[config.mk]
export PLATFORM = sky130hd
export DESIGN_NAME = txdesc_status_reg
export DESIGN_NICKNAME = d
export VERILOG_FILES = /design/src/rtl/txs_pkg.sv /design/src/rtl/txs_host_regs.sv /design/src/rtl/txs_status_flags.sv /design/src/rtl/txs_hb_timer.sv /design/src/rtl/txdesc_status_reg.sv
export SDC_FILE = /design/constraint.sdc
export NUM_CORES = 1
export LEC_CHECK = 0
export ABC_AREA = 1
export CAP_MARGIN = 15
export CORE_AREA = 2 2 69 71
export CTS_CLUSTER_DIAMETER = 100
export DETAILED_ROUTE_END_ITERATION = 7
export DIE_AREA = 0 0 71 73
export GPL_ROUTABILITY_DRIVEN = 0
export PLACE_DENSITY = 0.78
export SLEW_MARGIN = 30
export SYNTH_ARGS = -nofsm -noshare
export SYNTH_HDL_FRONTEND = slang
export SYNTH_SLANG_ARGS = --single-unit
[constraint.sdc]
create_clock -name clk -period 1.48 [get_ports clk]
set_clock_uncertainty 0.15 [all_clocks]
set_input_delay 0.222 -clock clk [delete_from_list [all_inputs] [get_ports clk]]
set_output_delay 0.222 -clock clk [all_outputs]
set_load 0.01 [all_outputs]
[src/rtl/txs_pkg.sv]
// Package: bit positions of the descriptor status word and the heartbeat
// window length helper. Assumes a 32-bit register word.
package txs_pkg;
    localparam int WORD_W   = 32;
    localparam int BC_W     = 13;
    localparam int THR_W    = 6;
    localparam int NCC_W    = 4;

    localparam int POS_CRS  = 31;
    localparam int POS_ABT  = 30;
    localparam int POS_OWC  = 29;
    localparam int POS_HBM  = 28;
    localparam int POS_NCC  = 24;
    localparam int POS_THR  = 16;
    localparam int POS_TOK  = 15;
    localparam int POS_TUN  = 14;
    localparam int POS_OWN  = 13;

    // Cycles in 6.4 us for a clock given in kHz.
    function automatic int hb_cycles(input int clk_khz);
        return (clk_khz * 64) / 10000;
    endfunction
endpackage

[src/rtl/txs_host_regs.sv]
// Host-writable fields: early transmit threshold, ownership bit and byte
// count. Assumes wr_ok is already qualified by all byte enables.
module txs_host_regs
    import txs_pkg::*;
(
    input  logic             clk,
    input  logic             rst_n,
    input  logic             soft_rst,
    input  logic             wr_ok,
    input  logic             wr_partial,
    input  logic [THR_W-1:0] wr_thr,
    input  logic             wr_own,
    input  logic [BC_W-1:0]  wr_bc,
    output logic [THR_W-1:0] thr,
    output logic             own,
    output logic [BC_W-1:0]  bc
);
    // Load fields on an honoured write; software reset keeps ownership.
    always_ff @(posedge clk) begin
        if (!rst_n) begin
            thr <= '0;
            own <= 1'b1;
            bc  <= '0;
        end else if (soft_rst) begin
            thr <= '0;
            bc  <= '0;
        end else if (wr_ok) begin
            thr <= wr_thr;
            own <= wr_own;
            bc  <= wr_bc;
        end
    end

    // a partial write leaves every host field unchanged.
    a_r2_partial_ignored: assert property (@(posedge clk) disable iff (!rst_n)
        (wr_partial && !soft_rst) |=> ($stable(thr) && $stable(own) && $stable(bc)));
    // software reset keeps the ownership bit.
    a_r9_own_kept: assert property (@(posedge clk) disable iff (!rst_n)
        soft_rst |=> $stable(own));
endmodule

[src/rtl/txs_status_flags.sv]
// Sticky outcome flags and saturating collision counter. Assumes events
// are single-cycle pulses; clr has priority over every event.
module txs_status_flags
    import txs_pkg::*;
(
    input  logic             clk,
    input  logic             rst_n,
    input  logic             clr,
    input  logic             ev_carrier_lost,
    input  logic             ev_abort,
    input  logic             ev_late_coll,
    input  logic             ev_collision,
    input  logic             ev_tx_ok,
    input  logic             ev_underrun,
    output logic             crs,
    output logic             abt,
    output logic             owc,
    output logic             tok,
    output logic             tun,
    output logic [NCC_W-1:0] ncc
);
    localparam logic [NCC_W-1:0] NCC_MAX = '1;

    // Set flags on events, clear all of them on clr.
    always_ff @(posedge clk) begin
        if (!rst_n || clr) begin
            crs <= 1'b0;
            abt <= 1'b0;
            owc <= 1'b0;
            tok <= 1'b0;
            tun <= 1'b0;
        end else begin
            crs <= crs | ev_carrier_lost;
            abt <= abt | ev_abort;
            owc <= owc | ev_late_coll;
            tok <= tok | ev_tx_ok;
            tun <= tun | ev_underrun;
        end
    end

    // Count collisions, holding at the maximum.
    always_ff @(posedge clk) begin
        if (!rst_n || clr) begin
            ncc <= '0;
        end else if (ev_collision && ncc != NCC_MAX) begin
            ncc <= ncc + 1'b1;
        end
    end

    // the counter never wraps from its maximum.
    a_r6_no_wrap: assert property (@(posedge clk) disable iff (!rst_n)
        (ncc == NCC_MAX && !clr) |=> (ncc == NCC_MAX));
    // a clear leaves every status field at zero, whatever events came.
    a_r4_clear_wins: assert property (@(posedge clk) disable iff (!rst_n)
        clr |=> ({crs, abt, owc, tok, tun} == 5'b0 && ncc == '0));
    // a flag once set stays set until a clear.
    a_r5_sticky: assert property (@(posedge clk) disable iff (!rst_n)
        (crs && !clr) |=> crs);
endmodule

[src/rtl/txs_hb_timer.sv]
// Heartbeat supervisor: after each send, waits HB_CYCLES edges for a
// collision-detect pulse and flags its absence. Idle at 100 Mbps.
module txs_hb_timer #(
    parameter int HB_CYCLES = 320
) (
    input  logic clk,
    input  logic rst_n,
    input  logic clr,
    input  logic speed_100,
    input  logic start,
    input  logic hb_pulse,
    output logic hb_miss
);
    localparam int CNT_W = (HB_CYCLES > 1) ? $clog2(HB_CYCLES) : 1;
    localparam logic [CNT_W-1:0] LAST = CNT_W'(HB_CYCLES - 1);

    logic             active;
    logic [CNT_W-1:0] cnt;

    // Run the window; a pulse closes it, expiry raises the flag.
    always_ff @(posedge clk) begin
        if (!rst_n || clr || speed_100) begin
            active  <= 1'b0;
            cnt     <= '0;
            hb_miss <= 1'b0;
        end else if (start) begin
            active <= 1'b1;
            cnt    <= '0;
        end else if (active) begin
            if (hb_pulse) begin
                active <= 1'b0;
            end else if (cnt == LAST) begin
                active  <= 1'b0;
                hb_miss <= 1'b1;
            end else begin
                cnt <= cnt + 1'b1;
            end
        end
    end

    // the window counter stays inside the window length.
    a_r10_cnt_range: assert property (@(posedge clk) disable iff (!rst_n)
        active |-> (cnt <= LAST));
    // at 100 Mbps the flag is held clear.
    a_r8_fast_clear: assert property (@(posedge clk) disable iff (!rst_n)
        speed_100 |=> !hb_miss);
    // a heartbeat inside the window never produces the flag.
    a_r7_pulse_ok: assert property (@(posedge clk) disable iff (!rst_n)
        (active && hb_pulse && !hb_miss && !start) |=> !hb_miss);
endmodule

[src/rtl/txdesc_status_reg.sv]
// Top: per-descriptor transmit status/control word. Qualifies host writes,
// drives the clear of status fields and assembles the read word.
module txdesc_status_reg
    import txs_pkg::*;
#(
    parameter int CLK_KHZ = 50000
) (
    input  logic              clk,
    input  logic              rst_n,
    input  logic              soft_rst,
    input  logic              host_wr,
    input  logic [3:0]        host_be,
    input  logic [WORD_W-1:0] host_wdata,
    output logic [WORD_W-1:0] host_rdata,
    input  logic              ev_carrier_lost,
    input  logic              ev_abort,
    input  logic              ev_late_coll,
    input  logic              ev_collision,
    input  logic              ev_tx_ok,
    input  logic              ev_underrun,
    input  logic              ev_tx_done,
    input  logic              hb_pulse,
    input  logic              speed_100
);
    localparam int HB_CYCLES = hb_cycles(CLK_KHZ);

    logic             wr_ok, wr_partial, clr_status;
    logic [THR_W-1:0] thr;
    logic             own;
    logic [BC_W-1:0]  bc;
    logic             crs, abt, owc, tok, tun, hbm;
    logic [NCC_W-1:0] ncc;
    logic             unused_wdata;

    // Qualify writes: only full-word accesses count.
    always_comb begin
        wr_ok      = host_wr && (&host_be);
        wr_partial = host_wr && !(&host_be);
        clr_status = wr_ok || soft_rst;
    end

    assign unused_wdata = ^{host_wdata[31:22], host_wdata[15:14]};

    txs_host_regs u_host (
        .clk        (clk),
        .rst_n      (rst_n),
        .soft_rst   (soft_rst),
        .wr_ok      (wr_ok),
        .wr_partial (wr_partial),
        .wr_thr     (host_wdata[POS_THR +: THR_W]),
        .wr_own     (host_wdata[POS_OWN]),
        .wr_bc      (host_wdata[BC_W-1:0]),
        .thr        (thr),
        .own        (own),
        .bc         (bc)
    );

    txs_status_flags u_flags (
        .clk             (clk),
        .rst_n           (rst_n),
        .clr             (clr_status),
        .ev_carrier_lost (ev_carrier_lost),
        .ev_abort        (ev_abort),
        .ev_late_coll    (ev_late_coll),
        .ev_collision    (ev_collision),
        .ev_tx_ok        (ev_tx_ok),
        .ev_underrun     (ev_underrun),
        .crs             (crs),
        .abt             (abt),
        .owc             (owc),
        .tok             (tok),
        .tun             (tun),
        .ncc             (ncc)
    );

    txs_hb_timer #(.HB_CYCLES(HB_CYCLES)) u_hb (
        .clk       (clk),
        .rst_n     (rst_n),
        .clr       (clr_status),
        .speed_100 (speed_100),
        .start     (ev_tx_done),
        .hb_pulse  (hb_pulse),
        .hb_miss   (hbm)
    );

    // Assemble the read word; reserved bits read zero.
    always_comb begin
        host_rdata = '0;
        host_rdata[POS_CRS]              = crs;
        host_rdata[POS_ABT]              = abt;
        host_rdata[POS_OWC]              = owc;
        host_rdata[POS_HBM]              = hbm;
        host_rdata[POS_NCC +: NCC_W]     = ncc;
        host_rdata[POS_THR +: THR_W]     = thr;
        host_rdata[POS_TOK]              = tok;
        host_rdata[POS_TUN]              = tun;
        host_rdata[POS_OWN]              = own;
        host_rdata[BC_W-1:0]             = bc;
    end

    // reserved bits never read as one.
    a_r3_reserved_zero: assert property (@(posedge clk) disable iff (!rst_n)
        host_rdata[23:22] == 2'b00);
    // an honoured write leaves the status fields clear on the next word.
    a_r4_write_clears: assert property (@(posedge clk) disable iff (!rst_n)
        wr_ok |=> (host_rdata[31:24] == 8'h00 && host_rdata[15:14] == 2'b00));
    // the first word after reset is the reset value.
    a_r1_reset_value: assert property (@(posedge clk)
        !rst_n |=> (host_rdata == 32'h0000_2000));
endmodule

==> results of run 1 <==
## final cells by class
| type | count | area, um^2 |
|---|---|---|
| Sequential cell | 40 | 805 |
| Fill cell | 422 | 1920 |
| Timing Repair Buffer | 80 | 728 |
| Clock buffer | 6 | 82.6 |
| Multi-Input combinational cell | 172 | 835 |
| Tap cell | 54 | 67.6 |
| Inverter | 17 | 63.8 |
| Clock inverter | 2 | 38.8 |
## routing by layer
metal	vias up	routed length (um)
li1	903	-
met1	736	1730
met2	59	1810
met3	6	328
met4	0	58
met5	-	0
## path summary, 6_finish.rpt
check                            startpoint     endpoint  slack, ns  depth (start not counted)
worst max-delay path            u_hb.cnt[1]  u_hb.cnt[1]       0.09                          7
worst min-delay path                  rst_n   u_host.own       0.31                          2
worst max register to register  u_hb.cnt[1]  u_hb.cnt[1]       0.09                          7
worst min register to register  u_flags.tok  u_flags.tok       0.32                          2
## cell families (layout without fill, tap and decap cells)
logic type	count (synthesis)	after routing	share of synthesized area
flops	40	40	0.451
simple gates	132	132	0.340
compound gates	34	34	0.0958
xor+xnor	2	2	0.00986
fa+ha+maj	2	2	0.0141
other cells	1	2	0.00211
buf+inv	32	105	0.0873
## report_power, final
part	switching, mW	internal [mW]	total [mW]
logic	0.0735	0.120	0.194
registers	0.00642	1.09	1.10
clock network	0.381	0.551	0.932
## state kept, by name (all words and copies together), names as in the netlist, 4 cells and up
signal       flops
u_host.thr       6
u_host.bc       13
u_flags.ncc      4
u_hb.cnt         9
## repair_timing
action,4_1_cts,5_1_grt
endpoints found under the setup margin,30,10
hold buffers,0,0
pin swaps,0,1
resized for setup,31,6
## worst max-delay path: stages, from the launching register on
cell     delay, ns
dfxtp_1       0.34
ha_2          0.19
nand2_2       0.11
nor2_8        0.14
nand2_4       0.10
nand2_8       0.10
nand2_1       0.05
a21oi_1       0.14
## placed cells by master (no fill, tap or decap), drive strengths merged
cell	Yosys	routed
nor2	65	65
nand2	47	47
dfxtp	40	40
clkdlybuf4s50	0	36
dlygate4sd2	0	30
o21ai	22	22
inv	16	16
nand3	16	16
buf	10	14
a21oi	12	12
clkbuf	5	6
xor2	2	2
nand4	2	2
ha	2	2
conb	1	2
clkinv	1	2
nor3	1	1
nand3b	1	1
bufinv	0	1
## per-stage QoR
step,instance area [um^2],utilization,hold WS [ns],total power [mW],worst slack (ns)
after CTS,2610,0.575,0.305,2.25,0.0479
after global placement,2520,0.556,0.307,1.32,-0.175
after detailed placement,2520,0.556,0.318,1.32,-0.189
after floorplan,1780,-,0.157,1.19,0.132
after global routing,2620,0.578,0.323,2.31,-0.0113
final,2620,0.578,0.311,2.22,0.0899
==> metrics.md, run 1 <==
| Metric | Value |
|---|---|
| Status | `complete, no violations` |
| Final Max Tran Viols | `0` |
| Max-Cap Viols | `0` |
| Core box area | `4540 um^2` |
| Drt drc | `0` |
| Dpl hpwl | `2.97 mm` |
| Count leader, synth | `nor2_1` |
| Io pins | `81` |
| Yosys cell types | `24` |
| TritonCTS Sinks | `40` |
| Fin. Hold Viols | `0` |
| Final worst path period need | `1.39 ns` |
| Top cell type's share of synthesized area | `0.451` |
| Synth area leaders | `dfxtp_1, nor2_1, nand2_1` |
| Critical Path Source Type | `flip-flop` |
| Largest net degree at the start of global routing | `21` |
| Post-synth EDFFs | `0` |
| First-iteration detailed-routing DRC count | `88` |
| Longest Clk Path Bufs | `2` |
| Yosys warnings | `0` |
| RSZ-0062 raised after global routing | `true` |
| Total CTS buffers | `5` |
| Worst EP arrival | `1.46 ns` |
| Crit. End Element | `flip-flop` |
| Syn Area/Cell | `7.31 um^2` |
| Layout area overhead | `47.5%` |
| First-pass DRT Iterations | `4` |
| Fin crit share | `0.939` |
| Flops & latches, synth | `40` |
| Clk slew on worst S/H paths | `0.08 ns` |
| Die height | `73 um` |
| Async set or reset register ratio after synthesis | `0` |
| DR vias | `1704` |
| Root buffer cell | `clkbuf_8` |
| DR WL/cell | `10.6 um` |
| CTS tree | `yes` |
| Row count | `25` |
| Drt total wl | `3.93 mm` |
| Vias per inst | `4.59` |
| Pleak | `1.22 nW` |
| Total grt overflow | `0` |
| GRT Total Usage | `0.162` |
| Cells after DPL | `363` |
| Latest clock arrival within the worst-skew pair | `0.29 ns` |
| Cell area after synthesis | `1780 um^2` |
| Crit path max fanout | `8` |
| Die Area | `5180 um^2` |
| Min-Delay Path Class | `in -> reg` |
| Number of nets in the layout | `367` |
| Synth cell count leaders | `nor2_1, nand2_1, dfxtp_1` |
| Met1 usage | `0.189` |
| Final non-filler cell total | `371` |
| Leading area contributor after synthesis | `dfxtp_1` |
| Worst Setup Path Type | `reg -> reg` |
| # setup viols final | `0` |
| GR peak layer | `met2` |
| CTS H-tree depth | `2` |
| Layout cells sized above 1 | `0.117` |
| Fmax achieved | `0.719 GHz` |
| Die X | `71 um` |
| Diode count | `0` |
| Starting Density | `0.392` |
| Sequential share of the synthesized area | `0.451` |
| Ys flop type | `dfxtp_1` |
| Pwr Density | `848 nW/um^2` |
| Syn Inst Count | `243` |
| Worst VDD drop | `0.650 mV` |
| Port Buf Inserts | `66` |
| Vias in the first global route | `1625` |
| ANT nets after route | `0` |
| Met2 Track Usage GR | `0.276` |
| Initial antenna violation count | `0` |
| Setup bufs post-CTS | `0` |
| Total Neg Setup Slack | `0 ns` |
| Global routing usage on met3 | `0.0608` |
| Critical path required time | `1.55 ns` |
| First-pass GRT wire length | `6.75 mm` |
No activity file was read; power rests on OpenSTA's default activity.
==> run 2: changes to the inputs <==
Settings changed: CORE_AREA 2 2 69 71 to 3 3 70 72, DIE_AREA 0 0 71 73 to 0 0 73 75.
==> metrics.md, run 2 (same netlist as run 1, synthesis figures left out) <==
| Metric | Value |
|---|---|
| Hold depth | `2 (unchanged)` |
| Clk slew on worst S/H paths | `0.08 ns (about the same)` |
| R2R setup slack | `0.12 ns (was 0.09 ns)` |
| Die X | `73 um (was 71 um)` |
| Seq pwr share | `0.533 (was 0.493)` |
| Worst setup path startpoint | `u_hb.cnt[1] (unchanged)` |
| Crit. End Element | `flip-flop (unchanged)` |
| Vias in the first global route | `1582 (was 1625)` |
| Area of the multi-input gates | `846 um^2 (was 835 um^2)` |
| Total grt overflow | `0 (unchanged)` |
| Die Area | `5480 um^2 (was 5180 um^2)` |
| Fin crit share | `0.920 (was 0.939)` |
| First-iteration detailed-routing DRC count | `62 (was 88)` |
| Worst VDD drop | `0.548 mV (was 0.650 mV)` |
| Filler Cell Count | `382 (was 422)` |
| First-pass GRT wire length | `6.58 mm (was 6.75 mm)` |
| Most frequent cells in the layout | `nor2_1, nand2_1, clkdlybuf4s50_1, dfxtp_1, dlygate4sd2_1 (was nor2_1, nand2_1, dfxtp_1)` |
| Critical path required time | `1.55 ns (about the same)` |
| Diode count | `0 (unchanged)` |
| ANT nets after route | `0 (unchanged)` |
| Fmax achieved | `0.735 GHz (was 0.719 GHz)` |
| Latest clock arrival within the worst-skew pair | `0.29 ns (about the same)` |
| # setup viols final | `0 (unchanged)` |
| Commonest non-fill, non-tap cell in the layout | `nor2_1 (unchanged)` |
| Layout cells sized above 1 | `0.111 (was 0.117)` |
| Pleak | `1.23 nW (was 1.22 nW)` |
| Largest register by flop count | `u_host.bc (unchanged)` |
| Design area | `2610 um^2 (was 2620 um^2)` |
| Fin. Hold Viols | `0 (unchanged)` |
| CTS tree | `yes (unchanged)` |
| Comb power frac | `0.096 (was 0.087)` |
| Total CTS buffers | `5 (unchanged)` |
| Drt drc | `0 (unchanged)` |
| Status | `complete, no violations (unchanged)` |
| Row count | `24 (was 25)` |
| RSZ-0062 raised after global routing | `false (was true)` |
| Max reg flops | `13 (unchanged)` |
| Pwr Total | `2.06 mW (was 2.22 mW)` |
| Worst slack at placement | `-0.277 ns (was -0.189 ns)` |
| Register area | `806 um^2 (was 805 um^2)` |
| Layout area overhead | `47.0% (was 47.5%)` |
| Final worst path period need | `1.36 ns (was 1.39 ns)` |
| Min-Delay Path Class | `reg -> reg (was in -> reg)` |
| Max-Cap Viols | `0 (unchanged)` |
| Die height | `75 um (was 73 um)` |
| Total Neg Setup Slack | `0 ns (unchanged)` |
| Final worst slack | `0.119 ns (was 0.0899 ns)` |
| Worst Reg-to-Reg Cells | `7 (unchanged)` |
| Longest Clk Path Bufs | `2 (unchanged)` |
| Final non-filler cell total | `366 (was 371)` |
| P_sw | `0.464 mW (was 0.461 mW)` |
| Worst Setup Path Type | `reg -> reg (unchanged)` |
| Worst R2R Start | `u_hb.cnt[1] (unchanged)` |
| DR WL/cell | `11.0 um (was 10.6 um)` |
| Initial antenna violation count | `0 (unchanged)` |
| Switching Share | `0.226 (was 0.207)` |
| Critical Path Source Type | `flip-flop (unchanged)` |
| Vias per inst | `4.62 (was 4.59)` |
| Drt total wl | `4.03 mm (was 3.93 mm)` |
| Hold path endpoint | `u_flags.crs (was u_host.own)` |
| First-pass DRT Iterations | `4 (unchanged)` |
| Starting Density | `0.408 (was 0.392)` |
| Root buffer cell | `clkbuf_8 (unchanged)` |
| Largest registers | `u_host.bc x13, u_hb.cnt x9, u_host.thr x6 (unchanged)` |
| Port Buf Inserts | `66 (unchanged)` |
| Io pins | `81 (unchanged)` |
| GRT Total Usage | `0.150 (was 0.162)` |
| Largest net degree at the start of global routing | `22 (was 21)` |
| HP Start | `u_flags.crs (was rst_n)` |
| Pint | `1.59 mW (was 1.76 mW)` |
| CTS H-tree depth | `2 (unchanged)` |
| Dpl cell area | `2520 um^2 (unchanged)` |
| Clk pwr share | `0.371 (was 0.420)` |
| Dpl hpwl | `3.00 mm (was 2.97 mm)` |
| Pwr Density | `787 nW/um^2 (was 848 nW/um^2)` |
| DR vias | `1691 (was 1704)` |
| Crit path max fanout | `8 (unchanged)` |
| Number of nets in the layout | `364 (was 367)` |
| Hold buffer count at cts | `0 (unchanged)` |
| TritonCTS Sinks | `40 (unchanged)` |
| Worst EP arrival | `1.43 ns (was 1.46 ns)` |
| Reg-to-Reg End | `u_hb.cnt[3] (was u_hb.cnt[1])` |
| Core box area | `4350 um^2 (was 4540 um^2)` |
| Final Max Tran Viols | `0 (unchanged)` |
| Cells after DPL | `358 (was 363)` |
run 2: power by group through the flow:
stage	Clock, mW	Sequential [mW]	Combinational, mW
after floorplan	0	1.12	0.0678
after global placement	0	1.12	0.201
after detailed placement	0	1.12	0.202
after CTS	0.792	1.10	0.195
after global routing	0.840	1.10	0.217
final	0.763	1.10	0.197
run 2: worst max-delay path by stage:
stage | end | slack, ns
2_1_floorplan | u_hb.cnt[0] | 0.13
3_3_place_gp | u_flags.ncc[2] | -0.22
3_5_place_dp | u_flags.ncc[2] | -0.28
4_1_cts | u_flags.ncc[2] | 0.02
5_1_grt | u_hb.cnt[6] | 0.0006
6_report | u_hb.cnt[3] | 0.12
run 2: timing repair:
action / in CTS / in global routing
pin swaps: 0 / 1
endpoints found under the setup margin: 30 / 14
resized for setup: 30 / 11
buffers inserted: 0 / 0
run 2: cell type report:
cell class	count	share of cell area
Timing Repair Buffer	77	0.281
Multi-Input combinational cell	172	0.324
Clock inverter	2	0.00527
Tap cell	52	0.0249
Sequential cell	40	0.309
Inverter	17	0.0244
Clock buffer	6	0.0316
run 2: through the flow:
stage          utilization  hold slack, ns
3_5_place_dp         0.579           0.316
4_1_cts              0.593           0.324
5_1_grt              0.600           0.343
3_3_place_gp         0.579           0.305
6_report             0.600           0.324
2_1_floorplan            -           0.157
run 2: metal layers:
| metal | up-vias | wire length [um] | track usage | share of wire |
|---|---|---|---|---|
| met5 | - | 0 | 0 | 0 |
| met4 | 0 | 31 | 0.0348 | 0.0077 |
| met3 | 3 | 338 | 0.0721 | 0.084 |
| met2 | 44 | 1940 | 0.248 | 0.48 |
| met1 | 747 | 1720 | 0.176 | 0.43 |
| li1 | 897 | - | - | - |
run 2: worst max-delay path, stage by stage (launching register included):
cell and delay (ns):
dfxtp_1 0.34, ha_2 0.21, nand2_4 0.08, nor2_8 0.12, nand2_4 0.10, nand2_8 0.10, nand2_1 0.05, a21oi_1 0.14
==> run 3: changes to the inputs <==
Settings changed: ABC_CLOCK_PERIOD_IN_PS set to 1480.
==> results of run 3 <==
The final DEF is identical to that of run 2; final timing and power are the same.
